### src/rtl/tt_pkg.sv
package tt_pkg;
  typedef enum logic [1:0] {
    TT_STOP    = 2'b00,
    TT_RESTART = 2'b01,
    TT_SINGLE  = 2'b10,
    TT_FREE    = 2'b11
  } tt_mode_e;
endpackage

### src/rtl/tt_count.sv
module tt_count #(
  parameter int CNT_W = 32,
  parameter int PER_W = 28
) (
  input  logic                 clk_i,
  input  logic                 rst_ni,
  input  tt_pkg::tt_mode_e     mode_i,
  input  logic [PER_W-1:0]     period_i,
  input  logic                 load_i,
  input  logic [CNT_W-1:0]     load_val_i,
  output logic [CNT_W-1:0]     count_o,
  output logic                 match_o
);
  import tt_pkg::*;

  logic [CNT_W-1:0] cnt_q, cnt_d;

  assign match_o = (mode_i != TT_STOP) && (cnt_q[PER_W-1:0] == period_i);
  assign count_o = cnt_q;

  always_comb begin
    cnt_d = cnt_q;
    if (load_i)                                 cnt_d = load_val_i;
    else if (mode_i == TT_RESTART && match_o)   cnt_d = '0;
    else if (mode_i == TT_SINGLE && match_o)    cnt_d = cnt_q;
    else if (mode_i != TT_STOP)                 cnt_d = cnt_q + 1'b1;
  end

  always_ff @(posedge clk_i or negedge rst_ni) begin
    if (!rst_ni) cnt_q <= '0;
    else         cnt_q <= cnt_d;
  end

  assert_load_wins_R2: assert property (@(posedge clk_i) disable iff (!rst_ni)
    load_i |=> cnt_q == $past(load_val_i));
  assert_stop_holds_R3: assert property (@(posedge clk_i) disable iff (!rst_ni)
    (mode_i == TT_STOP && !load_i) |=> $stable(cnt_q));
  assert_free_incr_R4: assert property (@(posedge clk_i) disable iff (!rst_ni)
    (mode_i == TT_FREE && !load_i) |=> cnt_q == $past(cnt_q) + 1'b1);
  assert_restart_zero_R5: assert property (@(posedge clk_i) disable iff (!rst_ni)
    (mode_i == TT_RESTART && match_o && !load_i) |=> cnt_q == '0);
  assert_single_halt_R6: assert property (@(posedge clk_i) disable iff (!rst_ni)
    (mode_i == TT_SINGLE && match_o && !load_i) |=> $stable(cnt_q));
endmodule

### src/rtl/tt_ctrl.sv
module tt_ctrl #(
  parameter int PER_W = 28
) (
  input  logic                 clk_i,
  input  logic                 rst_ni,
  input  logic                 wr_i,
  input  logic [PER_W+3:0]     wdata_i,
  input  logic                 match_i,
  output tt_pkg::tt_mode_e     mode_o,
  output logic [PER_W-1:0]     period_o,
  output logic                 ie_o,
  output logic                 pend_o
);
  import tt_pkg::*;

  localparam int PEND_B = PER_W;
  localparam int IE_B   = PER_W + 1;
  localparam int MODE_B = PER_W + 2;

  tt_mode_e         mode_q;
  logic [PER_W-1:0] period_q;
  logic             ie_q, pend_q, pend_d;

  // software may only clear pending; a match with enable set raises it
  always_comb begin
    pend_d = pend_q;
    if (wr_i) pend_d = pend_q & wdata_i[PEND_B];
    if (match_i && ie_q) pend_d = 1'b1;
  end

  always_ff @(posedge clk_i or negedge rst_ni) begin
    if (!rst_ni) begin
      mode_q   <= TT_STOP;
      period_q <= '0;
      ie_q     <= 1'b0;
      pend_q   <= 1'b0;
    end else begin
      pend_q <= pend_d;
      if (wr_i) begin
        mode_q   <= tt_mode_e'(wdata_i[MODE_B+1:MODE_B]);
        period_q <= wdata_i[PER_W-1:0];
        ie_q     <= wdata_i[IE_B];
      end
    end
  end

  assign mode_o   = mode_q;
  assign period_o = period_q;
  assign ie_o     = ie_q;
  assign pend_o   = pend_q;

  assert_pend_needs_ie_R8: assert property (@(posedge clk_i) disable iff (!rst_ni)
    $rose(pend_q) |-> $past(ie_q) && $past(match_i));
  assert_no_sw_set_R9: assert property (@(posedge clk_i) disable iff (!rst_ni)
    (!pend_q && !(match_i && ie_q)) |=> !pend_q);
  assert_sw_clear_R9: assert property (@(posedge clk_i) disable iff (!rst_ni)
    (wr_i && !wdata_i[PEND_B] && !(match_i && ie_q)) |=> !pend_q);
endmodule

### src/rtl/tt_rdmux.sv
module tt_rdmux #(
  parameter int ADDR_W  = 4,
  parameter int CNT_W   = 32,
  parameter int A_COUNT = 0,
  parameter int A_CTRL  = 1,
  parameter int A_PRES  = 2
) (
  input  logic [ADDR_W-1:0] addr_i,
  input  logic [CNT_W-1:0]  count_i,
  input  logic [CNT_W-1:0]  ctrl_i,
  output logic [CNT_W-1:0]  rdata_o
);
  localparam logic [CNT_W-1:0] PRESENT_WORD = CNT_W'(1);

  always_comb begin
    unique case (int'(addr_i))
      A_COUNT: rdata_o = count_i;
      A_CTRL:  rdata_o = ctrl_i;
      A_PRES:  rdata_o = PRESENT_WORD;
      default: rdata_o = '0;
    endcase
  end
endmodule

### src/rtl/tick_timer_unit.sv
module tick_timer_unit #(
  parameter int ADDR_W  = 4,
  parameter int PER_W   = 28,
  parameter int A_COUNT = 0,
  parameter int A_CTRL  = 1,
  parameter int A_PRES  = 2
) (
  input  logic              clk_i,
  input  logic              rst_ni,
  input  logic [ADDR_W-1:0] sr_addr_i,
  input  logic              sr_we_i,
  input  logic [PER_W+3:0]  sr_wdata_i,
  output logic [PER_W+3:0]  sr_rdata_o,
  output logic              irq_o
);
  import tt_pkg::*;

  localparam int CNT_W = PER_W + 4;

  tt_mode_e         mode;
  logic [PER_W-1:0] period;
  logic             ie, pend, match;
  logic [CNT_W-1:0] count, ctrl_word;
  logic             wr_cnt, wr_ctrl;

  assign wr_cnt  = sr_we_i && (int'(sr_addr_i) == A_COUNT);
  assign wr_ctrl = sr_we_i && (int'(sr_addr_i) == A_CTRL);

  tt_count #(.CNT_W(CNT_W), .PER_W(PER_W)) u_count (
    .clk_i, .rst_ni,
    .mode_i(mode), .period_i(period),
    .load_i(wr_cnt), .load_val_i(sr_wdata_i),
    .count_o(count), .match_o(match)
  );

  tt_ctrl #(.PER_W(PER_W)) u_ctrl (
    .clk_i, .rst_ni,
    .wr_i(wr_ctrl), .wdata_i(sr_wdata_i), .match_i(match),
    .mode_o(mode), .period_o(period), .ie_o(ie), .pend_o(pend)
  );

  assign ctrl_word = {mode, ie, pend, period};

  tt_rdmux #(.ADDR_W(ADDR_W), .CNT_W(CNT_W),
             .A_COUNT(A_COUNT), .A_CTRL(A_CTRL), .A_PRES(A_PRES)) u_rdmux (
    .addr_i(sr_addr_i), .count_i(count), .ctrl_i(ctrl_word), .rdata_o(sr_rdata_o)
  );

  assign irq_o = pend & ie;

  assert_irq_gated_R10: assert property (@(posedge clk_i) disable iff (!rst_ni)
    irq_o |-> (sr_rdata_o[PER_W+1] || int'(sr_addr_i) != A_CTRL));
  assert_match_low_bits_R7: assert property (@(posedge clk_i) disable iff (!rst_ni)
    (mode == TT_FREE && !wr_cnt && !wr_ctrl && ie && count[PER_W-1:0] == period) |=> pend);
endmodule

### config.mk
export PLATFORM = sky130hd
export DESIGN_NAME = tick_timer_unit
export DESIGN_NICKNAME = d
export VERILOG_FILES = /design/src/rtl/tt_pkg.sv /design/src/rtl/tt_count.sv /design/src/rtl/tt_ctrl.sv /design/src/rtl/tt_rdmux.sv /design/src/rtl/tick_timer_unit.sv
export SDC_FILE = /design/constraint.sdc
export NUM_CORES = 1
export LEC_CHECK = 0
export ABC_AREA = 1
export BUFFER_PORTS_ARGS = -buffer_cell sky130_fd_sc_hd__buf_2
export CELL_PAD_IN_SITES_DETAIL_PLACEMENT = 1
export CELL_PAD_IN_SITES_GLOBAL_PLACEMENT = 2
export CORE_UTILIZATION = 35
export CTS_CLUSTER_DIAMETER = 80
export DETAILED_ROUTE_END_ITERATION = 8
export PLACE_DENSITY = 0.88
export RECOVER_POWER = 100
export SLEW_MARGIN = 20
export SYNTH_ARGS = -nofsm -noshare
export SYNTH_HDL_FRONTEND = slang
export SYNTH_HIERARCHICAL = 1
export SYNTH_SLANG_ARGS = --single-unit
### constraint.sdc
create_clock -name clk_i -period 2.9 [get_ports clk_i]
set_input_delay 0.145 -clock clk_i [delete_from_list [all_inputs] [get_ports clk_i]]
set_output_delay 0.145 -clock clk_i [all_outputs]
set_load 0.1 [all_outputs]
==> reports/results.txt <==
Post-synthesis sequential area ratio -> 30.8%
Layout cells sized above 1 -> 16.7%
Pwr/cell area -> 805 mW/mm^2
Worst slew margin -> -30.8%
Final hold slack -> 0.0158 ns
Core area -> 0.0145 mm^2
Hold Violations, Final -> 0
Fin crit period -> 2.52 ns
1st-pass router iterations -> 4
Status -> finished with violations
Fill count -> 1,925
Worst-case clock skew -> 0.00610 ns
Maximum number of pins on one net before global-route repair -> 65
Maximum VDD drop -> 0.312 mV
# diodes -> 0
Distinct cells, synth -> 34
Hold WC Path Type -> input pin to flop
Die width -> 124 um
Nets -> 856
RSZ-0062 raised after global routing -> no
Multi-input gate area -> 0.00276 mm^2
CP Data Arrival Time -> 2.73 ns
Top cells by area, synth -> dfrtp_1, nand2_1, nand3_1
Synthesis-to-finish area growth -> 9.74%
Flops & latches, synth -> 64
Placed wire-length estimate -> 11,300 um
Crit. End Element -> flop
Final antenna-violating net count -> 0
Placement Rows -> 44
WL per Instance -> 15.9 um
Max Cap Viol -> 1
Setup crit start -> u_count/count_o[17]$_DFFE_PN0P_
Reg clk slew, reported paths -> 0.06 ns
Final Max Slew Viols -> 31
Worst-Margin Slew -> 1.96 ns
Clock Tree Buf Depth -> 2
Worst setup path class -> flop to flop
IO Pins -> 72
R2R cell count -> 12
Vias -> 5,088
Via density per instance -> 5.06
Leak -> 2.96 nW
Clock latency on the worst-skew pair -> 0.35 ns
DRC -> 0
Crit path launch type -> flop
Initial antenna violation count -> 0
Root buf cell -> clkbuf_16
Die height -> 124 um
Failing checks -> capacitance limit, slew limit
Yosys top cell area share -> 30.8%
Hold Path Stages -> 3
Storage cell area -> 0.00160 mm^2
TritonCTS clock tree -> built
Worst R2R Start -> u_count/count_o[17]$_DFFE_PN0P_
Setup TNS -> 0 ns
DIE AREA -> 0.0154 mm^2
FMAX -> 397 MHz
# clock sinks -> 64
Syn Nets -> 805
Vias in the first global route -> 5,262
First-pass GRT wire length -> 27,000 um
Critical Path RT -> 3.11 ns
Post-synthesis cell count -> 765
Final Setup Violations -> 0
Iter 0 DRT Violations -> 203
Total Routed Length -> 16,000 um
Grt ovf -> 0
Yosys warning total -> 6
Initial Utilization -> 35.8%
Cts bufs inserted -> 9
Tot GR Track Use -> 22.8%
Syn_area_per_cell -> 6.80 um^2
Maximum fanout along the worst path -> 41
Final worst path period share -> 86.9%
I/O Buffers -> 71
Final Wtd Congestion -> 0.852
Netlist Area Pre-Place -> 0.00520 mm^2
CTS resizes -> 0
Synth area leader -> dfrtp_1
Hold_sp -> sr_wdata_i[23]
CTS H-tree lvls -> 3
==> layout make-up <==
class	count	area share (%)
clock inverter	2	0.613
inverter	94	6.18
timing repair buffer	83	7.91
multi-input combinational	564	48.3
clock buffer	14	4.97
sequential	64	28.0
tap	184	4.03
==> repair_timing <==
action,4_1_cts,5_1_grt
hold endpoints to repair,30,0
endpoints found under the setup margin,0,0
setup buffers,0,0
hold buffers,1,0
==> cells in the final DEF (no fill, tap or decap), types with 2 or more instances in the layout <==
master     count
nand2_1      259
nand3_1      131
inv_1         87
dfrtp_1       64
o21ai_0       44
buf_2         37
clkbuf_2      33
nor2_1        27
xnor2_1       21
nor2_2        10
nand4_1       10
clkbuf_16      9
nand3b_1       9
xor2_1         9
buf_4          8
inv_2          7
nand2_2        7
nor2_4         5
nand3_2        5
o21ai_1        5
clkbuf_8       4
clkbuf_1       4
nor3_1         4
nand2_4        3
or2_2          3
a21oi_1        3
o21bai_1       2
==> worst paths after layout <==
check                      slack [ns]                              end
max                              0.38   u_count/count_o[4]$_DFFE_PN0P_
min                              0.02  u_ctrl/period_o[23]$_DFFE_PN0P_
max reg2reg                      0.38   u_count/count_o[4]$_DFFE_PN0P_
min reg2reg                      0.52        u_ctrl/pend_o$_DFFE_PN0P_
max in group asynchronous        0.88  u_count/count_o[22]$_DFFE_PN0P_
min in group asynchronous        0.89   u_ctrl/period_o[8]$_DFFE_PN0P_
==> worst max-delay path, stage by stage, from the launching register on <==
cell and delay [ns]:
dfrtp_1 0.46, inv_1 0.13, nand2_1 0.06, nand2_1 0.05, nand2_1 0.05, nor2_1 0.22
nand2_1 0.09, nor2_1 0.22, nand3_2 0.15, nand2_4 0.28, nand2_4 0.35, nand2_1 0.20
o21ai_0 0.10
==> kinds of logic (layout without fill, tap and decap cells) <==
family | after synthesis | in the layout | share of synthesized area (%)
AND/OR/NAND/NOR | 476 | 476 | 41.7
flip-flops | 64 | 64 | 30.8
XOR/XNOR | 31 | 31 | 5.36
adder cells (fa/ha/maj) | 1 | 1 | 0.240
AO/OA/AOI/OAI | 56 | 56 | 8.27
buffers and inverters | 137 | 193 | 13.7
==> report_power, final <==
group / internal (mW) / switching (mW)
Combinational: 0.620 / 1.09
Clock: 0.758 / 0.417
Sequential: 1.20 / 0.512
Total: 2.58 / 2.02
==> layer usage <==
layer | vias up | global-route usage (%) | share of wire (%)
met5 | - | 0 | 0
met4 | 0 | 8.11 | 1.6
met3 | 16 | 2.47 | 2.9
met2 | 73 | 37.0 | 46
met1 | 2485 | 31.3 | 49
li1 | 2514 | - | -
==> registers in the layout, summed over array words and instances, names as in the netlist <==
signal / flops
u_ctrl/ie_o: 1
u_ctrl/period_o: 28
u_ctrl/mode_o: 2
u_ctrl/pend_o: 1
u_count/count_o: 32
==> metrics by stage <==
stage                     worst slack (ns)  utilization (%)  std cells  area (um^2)  total power, mW
after floorplan                       1.26                -        765         5200             3.14
after global placement               0.518             38.1        988         5540             3.44
after detailed placement             0.440             38.1        988         5540             3.53
after CTS                            0.417             40.4       1005         5870             4.75
after global routing                 0.122             39.3       1005         5710             4.95
final                                0.380             39.3       1005         5710             4.60
==> cell usage after synthesis <==
library cell / instances
a21o_1: 1
a21oi_1: 3
and3_1: 1
buf_12: 1
buf_2: 8
buf_4: 7
buf_6: 15
buf_8: 3
clkbuf_1: 9
dfrtp_1: 64
ha_1: 1
inv_1: 87
inv_2: 7
nand2_1: 259
nand2_2: 7
nand2_4: 3
nand3_1: 130
nand3_2: 6
nand3b_1: 9
nand4_1: 10
nor2_1: 29
nor2_2: 9
nor2_4: 4
nor3_1: 4
nor3_4: 1
nor4_1: 1
o21ai_0: 7
o21ai_1: 5
o21ai_2: 38
o21bai_1: 2
or2_2: 3
xnor2_1: 21
xnor2_2: 1
xor2_1: 9
Note: power is estimated with default switching activity, not from simulation.
